<file path="config.mk">
export PLATFORM = sky130hd
export DESIGN_NAME = mii_duplex_resolver
export DESIGN_NICKNAME = d
export VERILOG_FILES = /design/src/rtl/mldr_pkg.sv /design/src/rtl/mldr_ability_resolve.sv /design/src/rtl/mldr_mode_reg.sv /design/src/rtl/mldr_poll_seq.sv /design/src/rtl/mii_duplex_resolver.sv
export SDC_FILE = /design/constraint.sdc
export NUM_CORES = 1
export LEC_CHECK = 0
export CAP_MARGIN = 15
export CORE_ASPECT_RATIO = 1.75
export CORE_MARGIN = 4
export CORE_UTILIZATION = 35
export CTS_BUF_LIST = sky130_fd_sc_hd__clkbuf_4 sky130_fd_sc_hd__clkbuf_8 sky130_fd_sc_hd__clkbuf_16
export DETAILED_ROUTE_END_ITERATION = 12
export GPL_TIMING_DRIVEN = 0
export HOLD_SLACK_MARGIN = 0.12
export PLACE_DENSITY = 0.95
export SKIP_CTS_REPAIR_TIMING = 1
export SLEW_MARGIN = 20
export SYNTH_ARGS = -nofsm -noshare
export SYNTH_HDL_FRONTEND = slang
export SYNTH_SLANG_ARGS = --single-unit
</file>
<file path="constraint.sdc">
create_clock -name clk -period 2.85 [get_ports clk]
set_input_delay 0.285 -clock clk [delete_from_list [all_inputs] [get_ports clk]]
set_output_delay 0.285 -clock clk [all_outputs]
set_load 0.02 [all_outputs]
</file>
<file path="src/rtl/mldr_pkg.sv">
package mldr_pkg;
   typedef enum logic [1:0] {
      SEQ_IDLE    = 2'd0,
      SEQ_STATUS  = 2'd1,
      SEQ_PARTNER = 2'd2
   } seq_state_t;

   localparam logic [4:0]  REG_STATUS   = 5'd1;
   localparam logic [4:0]  REG_PARTNER  = 5'd5;
   localparam int          LINK_BIT     = 2;
   localparam logic [15:0] ABSENT_VALUE = 16'hFFFF;
endpackage

</file>
<file path="src/rtl/mldr_ability_resolve.sv">
module mldr_ability_resolve #(
   parameter int ADV_W = 16
) (
   input  logic [ADV_W-1:0] partner_i,
   input  logic [ADV_W-1:0] adv_i,
   input  logic             lock_i,
   output logic             full_dup_o,
   output logic             fast_o
);
   logic [ADV_W-1:0] common;

   always_comb begin
      common     = partner_i & adv_i;
      fast_o     = |common[9:7];
      full_dup_o = lock_i | common[8] | (common[8:6] == 3'b001);
   end
endmodule

</file>
<file path="src/rtl/mldr_mode_reg.sv">
module mldr_mode_reg #(
   parameter int               MODE_W     = 32,
   parameter int               THR_BIT    = 22,
   parameter int               FD_BIT     = 9,
   parameter logic [MODE_W-1:0] MODE_RESET = '0
) (
   input  logic              clk,
   input  logic              rst_n,
   input  logic              upd_i,
   input  logic              full_dup_i,
   input  logic              fast_i,
   output logic [MODE_W-1:0] mode_o,
   output logic              changed_o,
   output logic              restart_o
);
   logic [MODE_W-1:0] cand;

   always_comb begin
      cand          = mode_o;
      cand[FD_BIT]  = full_dup_i;
      cand[THR_BIT] = ~fast_i;
   end

   always_ff @(posedge clk) begin
      if (!rst_n) begin
         mode_o    <= MODE_RESET;
         changed_o <= 1'b0;
         restart_o <= 1'b0;
      end else begin
         changed_o <= 1'b0;
         restart_o <= 1'b0;
         if (upd_i && (cand != mode_o)) begin
            mode_o    <= cand;
            changed_o <= 1'b1;
            restart_o <= 1'b1;
         end
      end
   end
endmodule

</file>
<file path="src/rtl/mldr_poll_seq.sv">
module mldr_poll_seq
   import mldr_pkg::*;
#(
   parameter int ADV_W       = 16,
   parameter bit CAPTURE_ADV = 1'b1
) (
   input  logic             clk,
   input  logic             rst_n,
   input  logic             poll_i,
   input  logic [ADV_W-1:0] adv_i,
   input  logic             mdio_done_i,
   input  logic [15:0]      mdio_data_i,
   output logic             mdio_req_o,
   output logic [4:0]       mdio_reg_o,
   output logic [ADV_W-1:0] adv_use_o,
   output logic             upd_o,
   output logic             link_ok_o,
   output logic             phy_missing_o,
   output logic             done_o
);
   seq_state_t state;
   logic       retry_q;
   logic       start;

   assign start      = (state == SEQ_IDLE) && poll_i;
   assign mdio_req_o = (state != SEQ_IDLE);
   assign mdio_reg_o = (state == SEQ_PARTNER) ? REG_PARTNER : REG_STATUS;
   assign upd_o      = (state == SEQ_PARTNER) && mdio_done_i;

   generate
      if (CAPTURE_ADV) begin : g_adv_hold
         logic [ADV_W-1:0] adv_q;
         always_ff @(posedge clk) begin
            if (!rst_n)     adv_q <= '0;
            else if (start) adv_q <= adv_i;
         end
         assign adv_use_o = adv_q;
      end else begin : g_adv_live
         assign adv_use_o = adv_i;
      end
   endgenerate

   always_ff @(posedge clk) begin
      if (!rst_n) begin
         state         <= SEQ_IDLE;
         retry_q       <= 1'b0;
         link_ok_o     <= 1'b0;
         phy_missing_o <= 1'b0;
         done_o        <= 1'b0;
      end else begin
         done_o <= 1'b0;
         unique case (state)
            SEQ_IDLE: begin
               if (start) begin
                  state   <= SEQ_STATUS;
                  retry_q <= 1'b0;
               end
            end
            SEQ_STATUS: begin
               if (mdio_done_i) begin
                  if (mdio_data_i == ABSENT_VALUE) begin
                     phy_missing_o <= 1'b1;
                     link_ok_o     <= 1'b0;
                     done_o        <= 1'b1;
                     state         <= SEQ_IDLE;
                  end else if (!mdio_data_i[LINK_BIT]) begin
                     if (retry_q) begin
                        phy_missing_o <= 1'b0;
                        link_ok_o     <= 1'b0;
                        done_o        <= 1'b1;
                        state         <= SEQ_IDLE;
                     end else begin
                        retry_q <= 1'b1;
                     end
                  end else begin
                     state <= SEQ_PARTNER;
                  end
               end
            end
            SEQ_PARTNER: begin
               if (mdio_done_i) begin
                  phy_missing_o <= 1'b0;
                  link_ok_o     <= 1'b1;
                  done_o        <= 1'b1;
                  state         <= SEQ_IDLE;
               end
            end
            default: state <= SEQ_IDLE;
         endcase
      end
   end
endmodule

</file>
<file path="src/rtl/mii_duplex_resolver.sv">
module mii_duplex_resolver #(
   parameter int                MODE_W      = 32,
   parameter int                THR_BIT     = 22,
   parameter logic [MODE_W-1:0] MODE_RESET  = '0,
   parameter bit                CAPTURE_ADV = 1'b1
) (
   input  logic              clk,
   input  logic              rst_n,
   input  logic              poll_i,
   input  logic [15:0]       adv_i,
   input  logic              dup_lock_i,
   output logic              mdio_req_o,
   output logic [4:0]        mdio_reg_o,
   input  logic              mdio_done_i,
   input  logic [15:0]       mdio_data_i,
   output logic [MODE_W-1:0] mode_o,
   output logic              link_ok_o,
   output logic              phy_missing_o,
   output logic              done_o,
   output logic              changed_o,
   output logic              restart_o
);
   localparam int ADV_W  = 16;
   localparam int FD_BIT = 9;

   initial begin
      assert (MODE_W > FD_BIT) else $error("MODE_W too small for duplex bit");
      assert (THR_BIT < MODE_W) else $error("THR_BIT outside mode word");
      assert (THR_BIT != FD_BIT) else $error("THR_BIT overlaps duplex bit");
   end

   logic [ADV_W-1:0] adv_use;
   logic             upd;
   logic             full_dup;
   logic             fast;

   mldr_poll_seq #(.ADV_W(ADV_W), .CAPTURE_ADV(CAPTURE_ADV)) u_seq (
      .clk           (clk),
      .rst_n         (rst_n),
      .poll_i        (poll_i),
      .adv_i         (adv_i),
      .mdio_done_i   (mdio_done_i),
      .mdio_data_i   (mdio_data_i),
      .mdio_req_o    (mdio_req_o),
      .mdio_reg_o    (mdio_reg_o),
      .adv_use_o     (adv_use),
      .upd_o         (upd),
      .link_ok_o     (link_ok_o),
      .phy_missing_o (phy_missing_o),
      .done_o        (done_o)
   );

   mldr_ability_resolve #(.ADV_W(ADV_W)) u_res (
      .partner_i  (mdio_data_i),
      .adv_i      (adv_use),
      .lock_i     (dup_lock_i),
      .full_dup_o (full_dup),
      .fast_o     (fast)
   );

   mldr_mode_reg #(
      .MODE_W(MODE_W), .THR_BIT(THR_BIT), .FD_BIT(FD_BIT), .MODE_RESET(MODE_RESET)
   ) u_mode (
      .clk        (clk),
      .rst_n      (rst_n),
      .upd_i      (upd),
      .full_dup_i (full_dup),
      .fast_i     (fast),
      .mode_o     (mode_o),
      .changed_o  (changed_o),
      .restart_o  (restart_o)
   );
endmodule

</file>
==> results by stage <==
Synthesis:
- Counting flops with a built-in enable in the synthesized netlist gives 0.
- The synthesized netlist occupies a cell area of 970.9 µm².
- Synthesis handed over a netlist of 125 instances.
- The number of distinct library cells after synthesis is 31.
- The cell type contributing the most total cell area after synthesis is sky130_fd_sc_hd__buf_4.
- Among all cell types in the netlist, the one instantiated most often is sky130_fd_sc_hd__buf_4.
- By area the synthesized netlist is led by sky130_fd_sc_hd__buf_4 (27%), sky130_fd_sc_hd__dfxtp_1 (27%), sky130_fd_sc_hd__nand3_1 (5.7%).
- The post-synthesis async set-or-reset flop share is 0.
- The flip-flop and latch count after synthesis is 13.
- A synthesized cell averages 7.767 µm².
- Of the post-synthesis cell area, the dominant cell type holds 0.2706.
- Sorting the synthesized cells by how often they occur yields sky130_fd_sc_hd__buf_4 (35), sky130_fd_sc_hd__dfxtp_1 (13), sky130_fd_sc_hd__nand3_1 (11), sky130_fd_sc_hd__nand2_1 (9), sky130_fd_sc_hd__a21oi_1 (8).
- For this run, the register share of the synthesized area comes to 0.2680.
- The most used flip-flop cell after synthesis is sky130_fd_sc_hd__dfxtp_1.
- The count of yosys warnings during synthesis is 0.

STA:
- The clock arrives with 0.0004291 ns of skew.
- The hold violation count in the final report is 0.
- The summed negative setup slack over all endpoints is 0 ns.
- The number of max-slew violations in the final report is 0.
- Setup violations remaining at the end of the flow were counted as 0.
- The final critical-path required period is 2.010 ns.
- Setup repair after global routing left no endpoint under its margin.
- Timing would allow up to 0.4976 GHz.
- The ratio of final minimum period to clock period is 0.7051.

Place:
- The cell count after placement is 216.
- The congestion estimate from routability-driven global placement came to 0.8391.
- The number of port buffers is 32.
- Summed over all nets, the half-perimeter wirelength after detailed placement is 2.030 mm.

GRT:
- Global routing finished with a remaining overflow of 0.
- Entering global routing, the biggest net connects 11 pins.
- The initial antenna violation count is 0.
- The first global-routing pass estimated 3.691 mm of wire.
- The met3 capacity usage during global routing is 0.03016.
- The met2 capacity usage during global routing is 0.2374.
- Across every metal layer, demand over resource in global routing totals 0.1349.
- The peak-usage layer in the global routing report is met2.
- The met1 global-route usage is 0.1154.
- The number of global-route vias before repair was 944.

Setup path:
- The largest fanout on the critical path is 7.
- For this run, the slowest stage of the critical path takes 0.61 ns.
- The category of cells accounting for the largest share of critical-path delay is buffers and inverters.
- The category of the critical setup timing path is reg2out.
- The count of buffering cells on the critical path with inverters included is 3.
- The worst setup path is launched from a flop.
- The worst register-to-register path begins at u_seq.state[1]$_SDFFE_PN0P_.
- Data on the critical path arrives at its endpoint at 1.72 ns.
- The largest individual stage delay along the critical path comes from the cell sky130_fd_sc_hd__clkdlybuf4s50_1.
- The signal on the critical path passes through inv_1 > ha_1 > inv_1 > clkdlybuf4s50_1.
- The setup slack of the worst register-to-register path is 1.11 ns.
- The critical path runs through a total of 4 cells.
- At the worst endpoint, the required time is 2.57 ns.
- The critical path capture point type is an output port.
- Among the stages of the critical path, the cell type that occurs most often is sky130_fd_sc_hd__inv_1.
- The beginning of the critical path is u_seq.state[0]$_SDFFE_PN0P_.
- The number of cells on the worst reg-to-reg path is 7.

Route:
- In this run the remaining antenna-violating nets after routing total 0.
- The routed design has 2.360 mm of wire.
- Using the TritonRoute via totals, the vias-per-cell ratio works out to 4.582.
- The total DRC errors in the routed layout is 0.
- The pre-antenna-repair detailed-routing pass consisted of 4 iterations.
- The final route contains 1,008 vias.
- In the final routed layout, each cell accounts on average for 10.73 µm.
- For this block, the initial DRC count from the detailed router was 12.

Power and ir drop:
- The leakage dissipation is 0.6972 nW.
- The worst IR drop on VDD is 0.2527 mV.
- For this design the ratio of total power to cell area is 415.1 mW/mm².

Clock network:
- The number of clock sinks seen by CTS is 13.
- After clock tree synthesis, the clock-pin slew on the worst setup and hold paths is 0.06 ns.
- No sink is reached through more buffers than the 2 on the longest clock path.
- CTS built an H-tree with a depth of 1.
- The clock insertion delay at the later pin of the skew report is 0.25 ns.
- The CTS buffer count is 3.
- TritonCTS built the clock tree.
- The master cell of the clock root buffer is sky130_fd_sc_hd__clkbuf_8.

Hold path:
- The path class of the tightest hold or removal check is in2reg.
- The worst hold path stage count is 2.
- The worst hold path begins at rst_n.

Floorplan:
- The initial utilization of the core area, before any placement, comes to 0.3609.
- The die covers 0.003714 mm².
- For this design the top-level I/O count stands at 80.
- The die is 77.68 µm tall.
- The initialized floorplan defines 25 standard-cell rows.
- The core region is 0.002690 mm².
- The width of the die is 47.82 µm.

Layout:
- Excluding fillers, the count of instances in the completed layout stands at 220.
- After the last flow step, the layout net total stands at 235.
- The number of antenna repair diodes is 0.
- The count of fill cells added during filler insertion is 252.
- The relative area change from synthesis to final layout is 53.87%.
- In the final layout, the share of cells above drive strength 1 is 0.2124.

Status:
- The flow ran to the end, and the final reports show no timing, DRC or antenna violations.

Job:
- The total of max-cap violations is 0.
[per-layer routing]
metal	wire, µm	part of all wire
met5	0	0
met4	112	0.047
met3	277	0.12
met2	1247	0.53
met1	722	0.31
[flip-flops by register name, summed over array words and instances (netlist names)]
name / flops
u_mode.mode_o: 2
u_seq.phy_missing_o: 1
u_seq.done_o: 1
u_seq.state: 2
u_seq.retry_q: 1
u_mode.restart_o: 1
u_seq.link_ok_o: 1
u_seq.adv_use_o: 4
[cell usage in the layout, fill, tap and decap left out, types with 2 or more instances in the layout]
cell type,count
sky130_fd_sc_hd__conb_1,34
sky130_fd_sc_hd__nand2_1,9
sky130_fd_sc_hd__nand3_1,11
sky130_fd_sc_hd__buf_4,35
sky130_fd_sc_hd__clkbuf_8,3
sky130_fd_sc_hd__inv_1,4
sky130_fd_sc_hd__a21oi_1,8
sky130_fd_sc_hd__clkdlybuf4s50_1,32
sky130_fd_sc_hd__xnor2_1,2
sky130_fd_sc_hd__ha_1,4
sky130_fd_sc_hd__nand2b_1,2
sky130_fd_sc_hd__and3_1,2
sky130_fd_sc_hd__o21ai_0,6
sky130_fd_sc_hd__dfxtp_1,13
sky130_fd_sc_hd__nand4_1,4
sky130_fd_sc_hd__nor2_1,3
sky130_fd_sc_hd__or4_1,2
sky130_fd_sc_hd__nor3_1,2
sky130_fd_sc_hd__clkbuf_1,2
[where the power goes]
group          internal [mW]  switching [mW]
Clock                  0.109          0.0707
Sequential             0.195         0.00865
Combinational          0.107           0.131
[cell type report]
class	count	area, µm²	share of cell area
inverters	5	18.77	0.01256
repair buffers	32	320.3	0.2144
well taps	27	33.78	0.02261
multi-input cells	101	536.8	0.3593
clock buffers	4	48.80	0.03266
flip-flops and latches	13	260.3	0.1742
plain buffers	38	275.3	0.1843
[cell families (layout without fill, tap and decap cells)]
| group | after synthesis | in the layout | synth area share |
|---|---|---|---|
| AOI/OAI and AO/OA | 23 | 23 | 0.1495 |
| DFF | 13 | 13 | 0.2680 |
| and+or+nand+nor | 38 | 38 | 0.2023 |
| adders and majority gates | 4 | 4 | 0.05155 |
| xor gates and xnor gates | 2 | 2 | 0.01804 |
| buffers and inverters | 43 | 79 | 0.3028 |
| other | 2 | 34 | 0.007735 |
[worst register-to-register path, delay by kind of cell (launching register included)]
kind                       cells  cell delay [ns]
AOI/OAI and AO/OA              1             0.16
adders and majority gates      1             0.18
buffers and inverters          2             0.28
DFF                            1             0.35
and+or+nand+nor                3             0.72
[through the flow]
stage               power (mW)  instance area, µm²  utilization  hold slack (ns)  worst slack, ns
global placement        0.4359                1445       0.5372           0.4400           0.6921
floorplan               0.3699                1091            -           0.4317            1.262
finish                  0.6202                1494       0.5553           0.4248           0.8405
detailed placement      0.4412                1445       0.5372           0.4575           0.6821
CTS                     0.6201                1494       0.5553           0.4300           0.8354
global route            0.6542                1494       0.5553           0.4689           0.7767
[path summary, 6_finish.rpt]
kind,to
setup / recovery,mdio_req_o
hold reg to reg,u_seq.adv_use_o[9]$_SDFFE_PN0P_
hold / removal,u_seq.retry_q$_SDFFE_PN0P_
setup reg to reg,u_seq.phy_missing_o$_SDFFE_PN0P_
Power figures use the tool's default switching activity.
